[src/rtl/cio_pkg.sv]
`timescale 1ns/1ps
package cio_pkg;
  localparam int OFS_W = 4;
  localparam logic [OFS_W-1:0] OFS_CTRL = 4'h0;
  localparam logic [OFS_W-1:0] OFS_DIR  = 4'h2;
  localparam logic [OFS_W-1:0] OFS_DRV  = 4'h4;
  localparam logic [OFS_W-1:0] OFS_DOUT = 4'h6;
  localparam logic [OFS_W-1:0] OFS_DIN  = 4'h8;

  typedef struct packed {
    logic addr_mode;
    logic dir_out;
    logic drv_sel;
  } pin_cfg_t;
endpackage

[src/rtl/cio_regs.sv]
`timescale 1ns/1ps
module cio_regs
  import cio_pkg::*;
#(
  parameter int WIDTH = 8,
  parameter logic [WIDTH-1:0] ACT_MASK  = '1,
  parameter logic [WIDTH-1:0] CTRL_MASK = '1
) (
  input  logic             clk,
  input  logic             rst_n,
  input  logic             wr_en,
  input  logic [OFS_W-1:0] addr,
  input  logic [WIDTH-1:0] wdata,
  input  logic [WIDTH-1:0] din_sync,
  output logic [WIDTH-1:0] rdata,
  output logic [WIDTH-1:0] ctrl_q,
  output logic [WIDTH-1:0] dir_q,
  output logic [WIDTH-1:0] drv_q,
  output logic [WIDTH-1:0] dout_q
);
  always_ff @(posedge clk or negedge rst_n) begin
    if (!rst_n) begin
      ctrl_q <= '0;
      dir_q  <= '0;
      drv_q  <= '0;
      dout_q <= '0;
    end else if (wr_en) begin
      case (addr)
        OFS_CTRL: ctrl_q <= wdata & CTRL_MASK;
        OFS_DIR:  dir_q  <= wdata & ACT_MASK;
        OFS_DRV:  drv_q  <= wdata & ACT_MASK;
        OFS_DOUT: dout_q <= wdata & ACT_MASK;
        default: ;
      endcase
    end
  end

  always_comb begin
    case (addr)
      OFS_CTRL: rdata = ctrl_q;
      OFS_DIR:  rdata = dir_q;
      OFS_DRV:  rdata = drv_q;
      OFS_DOUT: rdata = dout_q;
      OFS_DIN:  rdata = din_sync & ACT_MASK;
      default:  rdata = '0;
    endcase
  end
endmodule

[src/rtl/cio_sync.sv]
`timescale 1ns/1ps
module cio_sync #(
  parameter int WIDTH  = 8,
  parameter int STAGES = 2
) (
  input  logic             clk,
  input  logic             rst_n,
  input  logic [WIDTH-1:0] d,
  output logic [WIDTH-1:0] q
);
  logic [WIDTH-1:0] stg [STAGES];

  for (genvar s = 0; s < STAGES; s++) begin : g_stage
    if (s == 0) begin : g_first
      always_ff @(posedge clk or negedge rst_n)
        if (!rst_n) stg[s] <= '0;
        else        stg[s] <= d;
    end else begin : g_next
      always_ff @(posedge clk or negedge rst_n)
        if (!rst_n) stg[s] <= '0;
        else        stg[s] <= stg[s-1];
    end
  end

  assign q = stg[STAGES-1];
endmodule

[src/rtl/cio_pin.sv]
`timescale 1ns/1ps
module cio_pin
  import cio_pkg::*;
#(
  parameter bit OD_CAP = 1'b0,
  parameter bit ACTIVE = 1'b1
) (
  input  pin_cfg_t cfg,
  input  logic     dout_bit,
  input  logic     addr_bit,
  input  logic     pt_bit,
  output logic     out,
  output logic     oe,
  output logic     fast
);
  if (!ACTIVE) begin : g_off
    assign out  = 1'b0;
    assign oe   = 1'b0;
    assign fast = 1'b0;
  end else begin : g_on
    logic src, en;
    assign src = cfg.addr_mode ? addr_bit : dout_bit;
    assign en  = cfg.dir_out | pt_bit;
    if (OD_CAP) begin : g_od
      // drive bit set: pull low for a 0, float for a 1
      assign out  = cfg.drv_sel ? 1'b0 : src;
      assign oe   = cfg.drv_sel ? (en & ~src) : en;
      assign fast = 1'b0;
    end else begin : g_pp
      assign out  = src;
      assign oe   = en;
      assign fast = cfg.drv_sel;
    end
  end
endmodule

[src/rtl/cfg_io_port.sv]
`timescale 1ns/1ps
module cfg_io_port
  import cio_pkg::*;
#(
  parameter int WIDTH       = 8,
  parameter int ACTIVE_PINS = 8,
  parameter bit HAS_CTRL    = 1'b1,
  parameter logic [WIDTH-1:0] OD_MASK = 'h0F,
  parameter int SYNC_STAGES = 2
) (
  input  logic             clk,
  input  logic             rst_n,
  input  logic [3:0]       reg_addr,
  input  logic             reg_wr,
  input  logic [WIDTH-1:0] reg_wdata,
  output logic [WIDTH-1:0] reg_rdata,
  input  logic [WIDTH-1:0] mcu_addr,
  input  logic [WIDTH-1:0] pt_oe,
  input  logic [WIDTH-1:0] pad_in,
  output logic [WIDTH-1:0] pad_out,
  output logic [WIDTH-1:0] pad_oe,
  output logic [WIDTH-1:0] pad_fast
);
  localparam logic [WIDTH-1:0] ACT_MASK  = {WIDTH{1'b1}} >> (WIDTH - ACTIVE_PINS);
  localparam logic [WIDTH-1:0] CTRL_MASK = HAS_CTRL ? ACT_MASK : '0;

  logic [WIDTH-1:0] ctrl_q, dir_q, drv_q, dout_q, din_s;

  cio_sync #(.WIDTH(WIDTH), .STAGES(SYNC_STAGES)) u_sync (
    .clk(clk), .rst_n(rst_n), .d(pad_in), .q(din_s)
  );

  cio_regs #(.WIDTH(WIDTH), .ACT_MASK(ACT_MASK), .CTRL_MASK(CTRL_MASK)) u_regs (
    .clk(clk), .rst_n(rst_n), .wr_en(reg_wr), .addr(reg_addr),
    .wdata(reg_wdata), .din_sync(din_s), .rdata(reg_rdata),
    .ctrl_q(ctrl_q), .dir_q(dir_q), .drv_q(drv_q), .dout_q(dout_q)
  );

  for (genvar i = 0; i < WIDTH; i++) begin : g_pin
    pin_cfg_t cfg;
    assign cfg = '{addr_mode: ctrl_q[i], dir_out: dir_q[i], drv_sel: drv_q[i]};
    cio_pin #(.OD_CAP(OD_MASK[i]), .ACTIVE(ACT_MASK[i])) u_pin (
      .cfg(cfg), .dout_bit(dout_q[i]), .addr_bit(mcu_addr[i]), .pt_bit(pt_oe[i]),
      .out(pad_out[i]), .oe(pad_oe[i]), .fast(pad_fast[i])
    );
  end
endmodule

[config.mk]
export PLATFORM = sky130hd
export DESIGN_NAME = cfg_io_port
export DESIGN_NICKNAME = d
export VERILOG_FILES = /design/src/rtl/cio_pkg.sv /design/src/rtl/cio_regs.sv /design/src/rtl/cio_sync.sv /design/src/rtl/cio_pin.sv /design/src/rtl/cfg_io_port.sv
export SDC_FILE = /design/constraint.sdc
export NUM_CORES = 1
export LEC_CHECK = 0
export ABC_AREA = 0
export BUFFER_PORTS_ARGS = -buffer_cell sky130_fd_sc_hd__clkbuf_2
export CAP_MARGIN = 20
export CORE_MARGIN = 2
export CORE_UTILIZATION = 35
export DETAILED_ROUTE_END_ITERATION = 8
export HOLD_SLACK_MARGIN = 0.1
export PLACE_DENSITY = 0.69
export SLEW_MARGIN = 20
export SYNTH_ARGS = -nofsm -noshare
export SYNTH_HDL_FRONTEND = slang
export SYNTH_SLANG_ARGS = --single-unit
[constraint.sdc]
create_clock -name clk -period 1.7 [get_ports clk]
set_input_delay 0.255 -clock clk [delete_from_list [all_inputs] [get_ports clk]]
set_output_delay 0.255 -clock clk [all_outputs]
set_load 0.02 [all_outputs]
== Word level (Yosys, flattened, before mapping) ==
Index checks and enable logic that the tools add are counted.

* Eq/ne operators: 4
* Mux-type cells: 17
* Bitwise operators: 16
* Reduce and logical (&&, ||, !) cells: 5

{| class="wikitable"
|+ Operators by type and width
! cell !! count
|-
| $pmux 8 s5 || 1
|-
| $mux 1 || 16
|-
| $eq 4x3->1 const B || 2
|-
| $or 1x1->1 || 8
|-
| $reduce_and 2->1 || 4
|-
| $and 1x1->1 || 4
|-
| $eq 4x2->1 const B || 1
|-
| $eq 4x4->1 const B || 1
|-
| $logic_not 4->1 || 1
|-
| $not 1->1 || 4
|}

* Bits in registers: 48
* Input port bits: 39
* Output and inout port bits: 32
* Logic and storage cells: 48

== Longest topological paths before layout ==
Gate-level depths: netlist of the first run.

* Depth in word-level cells: 4
* Depth in mapped cells: 5

== By module ==
A second synthesis of the first run with hierarchy kept.

* Cell total of the unflattened synthesis: 182
* Area, all modules: 2,456.1 µm²

{| class="wikitable"
|+ By module, submodules not included
! module !! instances !! cells an instance !! area each (µm²) !! sequential area each (µm²)
|-
| cio_regs || 1 || 122 || 1,670.4 || 800.8
|-
| cio_sync || 1 || 24 || 460.4 || 400.4
|-
| cio_pin at g_pin[0].u_pin ... || 4 || 6 || 52.6 || 0.0
|-
| cio_pin at g_pin[4].u_pin ... || 4 || 3 || 28.8 || 0.0
|}

== Least setup slack after synthesis of the first run ==
Ideal clock, no wire load.

* Path type: input to output
* Start point: input reg_addr[2]
* End point: output reg_rdata[3]
* Arrival time: 1.243 ns
* Required time: 1.445 ns
* Path slack: 0.202 ns
* Stages on the path: 5
* Path buffers: 2
* Path through: buf_6 -> buf_2 -> mux2i_1 -> nor2_1 -> a311o_1

* Word-level cells in the longest chain between the ends: 2

{| class="wikitable"
|+ RTL lines
! item !! line !! RTL
|-
| start: declaration || cfg_io_port.sv:13 || <nowiki>input logic [3:0] reg_addr,</nowiki>
|-
| $eq 4x4->1, or another cell as far along || cio_regs.sv:39 || <nowiki>case (addr)</nowiki>
|-
| $pmux 8 s5 * || cio_regs.sv:39 ||
|-
| end: declaration || cfg_io_port.sv:16 || <nowiki>output logic [WIDTH-1:0] reg_rdata,</nowiki>
|}

Mark *: on every way between the ends. The rest lies on a longest branch, timed or not.

== Worst setup path after layout of the first run ==
* Start point: register u_regs.dir_q[3]
* End point: output reg_rdata[3]

* Word-level cells in the longest chain between the ends: 1

{| class="wikitable"
|+ RTL lines
! item !! line !! RTL
|-
| start: declaration || cio_regs.sv:17 || <nowiki>output logic [WIDTH-1:0] dir_q,</nowiki>
|-
| start signal: assignment || cio_regs.sv:30 || <nowiki>OFS_DIR: dir_q <= wdata & ACT_MASK;</nowiki>
|-
| $pmux 8 s5 || cio_regs.sv:39 ||
|}

No other way between the ends.

==> flow_metrics.py, run 1 <==
metrics = {
    "status": {
        "status": "completed",
    },
    "clocking": {
        "cts-root-buf": "clkbuf_8",
        "cts_buffers": 5,
        "cts_tree": "built",
        "cts.clk_slew.worst_paths_ns": 0.10,
        "clock_sinks": 48,
        "cts_max_level": 2,
        "clock_latency_ns": 0.30,
        "clockBufferDepth": 2,
    },
    "power": {
        "power.switching_mw": 0.984,
        "power_frac_clock": 0.229,
        "internal-power_mw": 2.17,
        "powerDensity_mw_per_mm2": 1060,
        "p_leak_nw": 1.50,
        "switching_share": 0.312,
        "pwr-share-seq": 0.477,
        "irDropWorstVdd_mv": 0.460,
        "finalPower_mw": 3.15,
        "p_comb_frac": 0.294,
    },
    "routing": {
        "drt_iter0_drc": 35,
        "routed_wl_mm": 5.17,
        "detail-route-antenna-nets": 0,
        "route.detailed.drc": 0,
        "dr.pass1.iters": 4,
        "vias": 1648,
        "wire_per_inst_um": 15.5,
        "via_per_inst": 4.93,
    },
    "hold_path": {
        "hold_class": "in2reg",
        "hold_start": "reg_wdata[3]",
    },
    "timing": {
        "worst_hold_slack_ns": 0.226,
        "finalSetupTns_ns": 0,
        "tightestPinTransition_ns": 0.596,
        "timing.fmax_mhz": 598,
        "rsz0062_at_grt": "yes",
        "maxSlewHeadroom": 0.603,
        "slew_viol_final": 0,
        "setup_ws_ns": 0.0284,
        "period_needed_ns": 1.67,
        "period_share": 0.983,
        "hold_viol_final": 0,
        "setup_viol": 0,
        "finClkSkew_ns": 0.0103,
    },
    "cells_and_area": {
        "diodes": 0,
        "drive_gt1_frac": 0.555,
        "final_cells": 334,
        "num-nets-final": 292,
        "area_growth_pct": 24.0,
        "postLayoutCoreUtil": 0.442,
        "post-route-cell-area_mm2": 0.00297,
        "fill_cells": 636,
    },
    "logic_synthesis": {
        "synth_top_area_frac": 0.501,
        "ys_ff_latch": 48,
        "synth_cell_types": 26,
        "async_flop_share": 1.00,
        "synth_top_area_cell": "dfrtp_1",
        "synth_area_per_cell_um2": 13.2,
        "synth_commonest_cells": "dfrtp_1, buf_4, mux2_2",
        "synth_edf_count": 0,
        "synth_area_mm2": 0.00240,
        "synth_ff_type": "dfrtp_1",
        "synth-seq-area-share": 0.501,
        "synth_area_leaders": "dfrtp_1, mux2_4, mux2_2",
        "yosysWarnings": 0,
        "netlist_instances": 181,
        "synth_most_common_cell": "dfrtp_1",
    },
    "worst_setup_path": {
        "crit_start": "u_regs.dir_q[3]",
        "crit_path_end_kind": "output port",
        "crit_family": "flip-flops",
        "crit_chain": "mux2i_1 > nor3_1 > a311o_1 > buf_6",
        "critPathMaxStageDelay_ns": 0.41,
        "critPathKind": "reg2out",
        "critical_path.slowest_cell": "dfrtp_1",
        "path_buf_inv": 1,
        "cp.required_ns": 1.44,
        "cp_max_fo": 3,
        "cp-start-kind": "register",
        "worstReg2RegStart": "u_regs.dir_q[1]",
        "arrival_ns": 1.42,
    },
    "place": {
        "placement.setup.worst_slack_ns": -0.109,
        "place_area_mm2": 0.00272,
        "io_buffers": 66,
        "dp_hpwl_mm": 3.71,
        "gp_congestion": 0.768,
        "dp.cells": 312,
    },
    "global_route": {
        "use_met3": 0.0333,
        "grt-busiest-layer": "met2",
        "grt_pass1_vias": 1588,
        "overflow": 0,
        "grtUsageMet2": 0.230,
        "grt_pass1_wl_mm": 8.11,
        "antenna_found_initial": 0,
        "grt_max_degree": 49,
        "use_met1": 0.194,
        "grt_usage": 0.142,
    },
    "floorplan": {
        "io-pin-count": 71,
        "num_rows": 30,
        "die_area_mm2": 0.00753,
        "core_region_area_mm2": 0.00672,
        "fp.dieH_um": 86.8,
        "die_w_um": 86.8,
        "initial_utilization": 0.357,
    },
    "run": {
        "maxCapViolations": 0,
    },
}
-- flip-flops by register name (all words and copies together) (netlist names) --
name / count
u_regs.dir_q: 8
u_sync.q: 8
u_regs.dout_q: 8
u_sync.stg: 8
u_regs.ctrl_q: 8
u_regs.drv_q: 8
-- area by class of cell --
type                            count  area (µm²)  area share
Timing Repair Buffer               93         586       0.197
Tap cell                           80         100      0.0337
Multi-Input combinational cell    101         972       0.327
Sequential cell                    48        1200       0.404
Clock inverter                      2        15.0     0.00505
Inverter                            4        15.0     0.00505
Clock buffer                        6        82.6      0.0278
-- power groups by stage --
stage	Sequential, mW	Clock [mW]	Combinational, mW
2_1_floorplan	1.47	0	0.774
3_3_place_gp	1.52	0	0.852
3_5_place_dp	1.53	0	0.867
4_1_cts	1.51	0.740	0.888
5_1_grt	1.53	0.787	1.01
6_report	1.50	0.723	0.927
-- worst register-to-register path, cell delays in order, from the launching register on --
cell     delay, ns
dfrtp_1       0.42
buf_4         0.14
mux2_4        0.25
-- kinds of logic (layout without fill, tap and decap cells) --
family	after synthesis	in the layout	synth area share
simple gates	27	27	0.0652
buf+inv	35	105	0.103
mux	51	51	0.257
other cells	1	4	0.00156
compound gates	19	19	0.0725
flops	48	48	0.501
-- final timing paths --
path / cells past startpoint / end / slack [ns]
worst max-delay path: 4 / reg_rdata[3] / 0.03
worst min-delay path: 2 / u_regs.dir_q[3] / 0.23
worst max register to register: 2 / u_regs.dir_q[1] / 0.79
worst min register to register: 0 / u_sync.q[2] / 0.35
max in group asynchronous: 3 / u_regs.dir_q[6] / 0.72
min in group asynchronous: 3 / u_regs.ctrl_q[0] / 0.57
-- cells in the final DEF, fill, tap and decap left out, types with 5 or more instances in the layout --
cell type,synthesis,final
a221o_1,5,5
a22o_1,5,5
buf_4,24,18
clkbuf_2,0,62
clkbuf_8,0,6
dfrtp_1,48,48
dlygate4sd3_1,0,9
mux2_2,20,20
mux2_4,16,16
mux2i_1,15,15
nor2_1,11,10
-- layer usage --
metal | share of wire | vias up
met3 | 0.060 | 2
met2 | 0.47 | 61
met1 | 0.46 | 823
met5 | 0 | -
li1 | - | 762
met4 | 0.0048 | 0
-- repair_timing --
| action | 4_1_cts | 5_1_grt |
|---|---|---|
| pin swaps | 0 | 2 |
| hold buffers | 9 | 0 |
| hold endpoints to repair | 56 | 0 |
| endpoints found under the setup margin | 8 | 7 |
| setup buffers | 0 | 5 |
| gates resized for setup | 4 | 9 |
(Power assumes the default switching activity.)
==> run 2: changes to the inputs <==
--- a/config.mk
+++ b/config.mk
@@ -9,10 +9,10 @@
 export BUFFER_PORTS_ARGS = -buffer_cell sky130_fd_sc_hd__clkbuf_2
 export CAP_MARGIN = 20
 export CORE_MARGIN = 2
-export CORE_UTILIZATION = 35
+export CORE_UTILIZATION = 51
 export DETAILED_ROUTE_END_ITERATION = 8
 export HOLD_SLACK_MARGIN = 0.1
-export PLACE_DENSITY = 0.69
+export PLACE_DENSITY = 0.9
 export SLEW_MARGIN = 20
 export SYNTH_ARGS = -nofsm -noshare
 export SYNTH_HDL_FRONTEND = slang
==> flow_metrics.py, run 2 (synthesis results as in run 1) <==
metrics = {
    "status": {
        "status": "completed",
    },
    "routing": {
        "dr.pass1.iters": 4,
        "wire_per_inst_um": 16.6,
        "routed_wl_mm": 5.00,
        "route.detailed.drc": 0,
        "via_per_inst": 5.35,
        "detail-route-antenna-nets": 0,
        "drt_iter0_drc": 52,
        "vias": 1615,
    },
    "clocking": {
        "clock_latency_ns": 0.31,
        "cts_tree": "built",
        "cts.clk_slew.worst_paths_ns": 0.09,
        "cts_max_level": 2,
        "clockBufferDepth": 2,
        "cts_buffers": 5,
        "clock_sinks": 48,
        "cts-root-buf": "clkbuf_8",
    },
    "place": {
        "dp.cells": 283,
        "dp_hpwl_mm": 3.68,
        "io_buffers": 66,
        "gp_congestion": 0.767,
    },
    "timing": {
        "hold_viol_final": 0,
        "finClkSkew_ns": 0.00932,
        "rsz0062_at_grt": "yes",
        "slew_viol_final": 0,
        "period_needed_ns": 1.67,
        "setup_viol": 0,
        "worst_hold_slack_ns": 0.219,
        "timing.fmax_mhz": 599,
        "period_share": 0.982,
    },
    "global_route": {
        "overflow": 0,
        "grt_max_degree": 31,
        "antenna_found_initial": 0,
        "grt_pass1_vias": 1626,
        "grt_pass1_wl_mm": 7.89,
        "grt_usage": 0.202,
    },
    "cells_and_area": {
        "mostFrequentLayoutCells": "clkbuf_2, dfrtp_1, mux2_2, mux2_4, mux2i_1",
        "area_growth_pct": 22.1,
        "num-nets-final": 288,
        "final_cells": 302,
        "drive_gt1_frac": 0.548,
        "final_common_cell": "clkbuf_2",
        "diodes": 0,
    },
    "floorplan": {
        "initial_utilization": 0.539,
        "io-pin-count": 71,
        "core_region_area_mm2": 0.00444,
        "num_rows": 24,
        "die_w_um": 72.6,
        "fp.dieH_um": 72.6,
        "die_area_mm2": 0.00526,
    },
    "power": {
        "powerDensity_mw_per_mm2": 1120,
        "p_leak_nw": 1.50,
        "finalPower_mw": 3.28,
        "irDropWorstVdd_mv": 0.626,
    },
    "worst_setup_path": {
        "crit_path_end_kind": "output port",
        "crit_start": "u_regs.dout_q[3]",
        "worstReg2RegStart": "u_regs.dir_q[4]",
        "cp_max_fo": 3,
        "cp.required_ns": 1.44,
        "path_buf_inv": 1,
        "critPathMaxStageDelay_ns": 0.41,
        "arrival_ns": 1.41,
        "cp-start-kind": "register",
        "critical_path.slowest_cell": "dfrtp_1",
        "critPathKind": "reg2out",
        "crit_chain": "mux2i_1 > nor3_1 > a311o_1 > buf_6",
        "crit_family": "flip-flops",
    },
    "hold_path": {
        "hold_start": "reg_wdata[3]",
        "hold_class": "in2reg",
    },
    "run": {
        "maxCapViolations": 0,
    },
}
[run 2: metal layers]
metal / up-vias / routed length, µm / global-route usage / part of all wire
met3: 8 / 283 / 0.0542 / 0.057
met2: 60 / 2520 / 0.321 / 0.50
met4: 0 / 76 / 0.0823 / 0.015
met1: 790 / 2120 / 0.263 / 0.42
li1: 757 / - / - / -
met5: - / 0 / 0 / 0
[run 2: worst register-to-register path, delay by kind of cell, from the launching register on]
kind | cells | cell delay (ns)
flops | 1 | 0.40
mux | 1 | 0.24
buf+inv | 1 | 0.14
[run 2: report_power, final]
group	switching [mW]	internal (mW)
combinational	0.427	0.481
sequential	0.164	1.34
clock	0.384	0.481
[run 2: worst paths after layout]
check / endpoint / slack (ns) / cells past startpoint
worst max-delay path: reg_rdata[3] / 0.03 / 4
worst min-delay path: u_regs.dir_q[3] / 0.22 / 2
worst max register to register: u_regs.dir_q[4] / 0.81 / 2
worst min register to register: u_sync.q[7] / 0.34 / 0
max in group asynchronous: u_sync.stg[15] / 0.74 / 3
min in group asynchronous: u_regs.dout_q[5] / 0.43 / 2
[run 2: timing repair]
| action | CTS | global route |
|---|---|---|
| hold buffers | 9 | 0 |
| resized for setup | 4 | 6 |
| pin swaps | 0 | 1 |
| setup buffers | 0 | 2 |
| endpoints found under the setup margin | 8 | 5 |
| hold endpoints to repair | 26 | 0 |
[run 2: final cells by class]
| class | count | area [µm²] |
|---|---|---|
| multi-input combinational | 101 | 977 |
| clock inverter | 2 | 38.8 |
| inverter | 4 | 15.0 |
| sequential | 48 | 1200 |
| tap | 52 | 65.1 |
| fill | 329 | 1520 |
| timing repair buffer | 89 | 547 |
| clock buffer | 6 | 82.6 |
[run 2: stage by stage]
stage | utilization | setup TNS, ns | setup WS (ns) | cell area [µm²]
after CTS | 0.652 | 0 | 0.000782 | 2900
after global placement | 0.602 | -0.137 | -0.0382 | 2680
final | 0.659 | 0 | 0.0313 | 2930
after floorplan | - | 0 | 0.202 | 2410
after global routing | 0.659 | -0.00392 | -0.00389 | 2930
after detailed placement | 0.602 | -0.505 | -0.113 | 2680
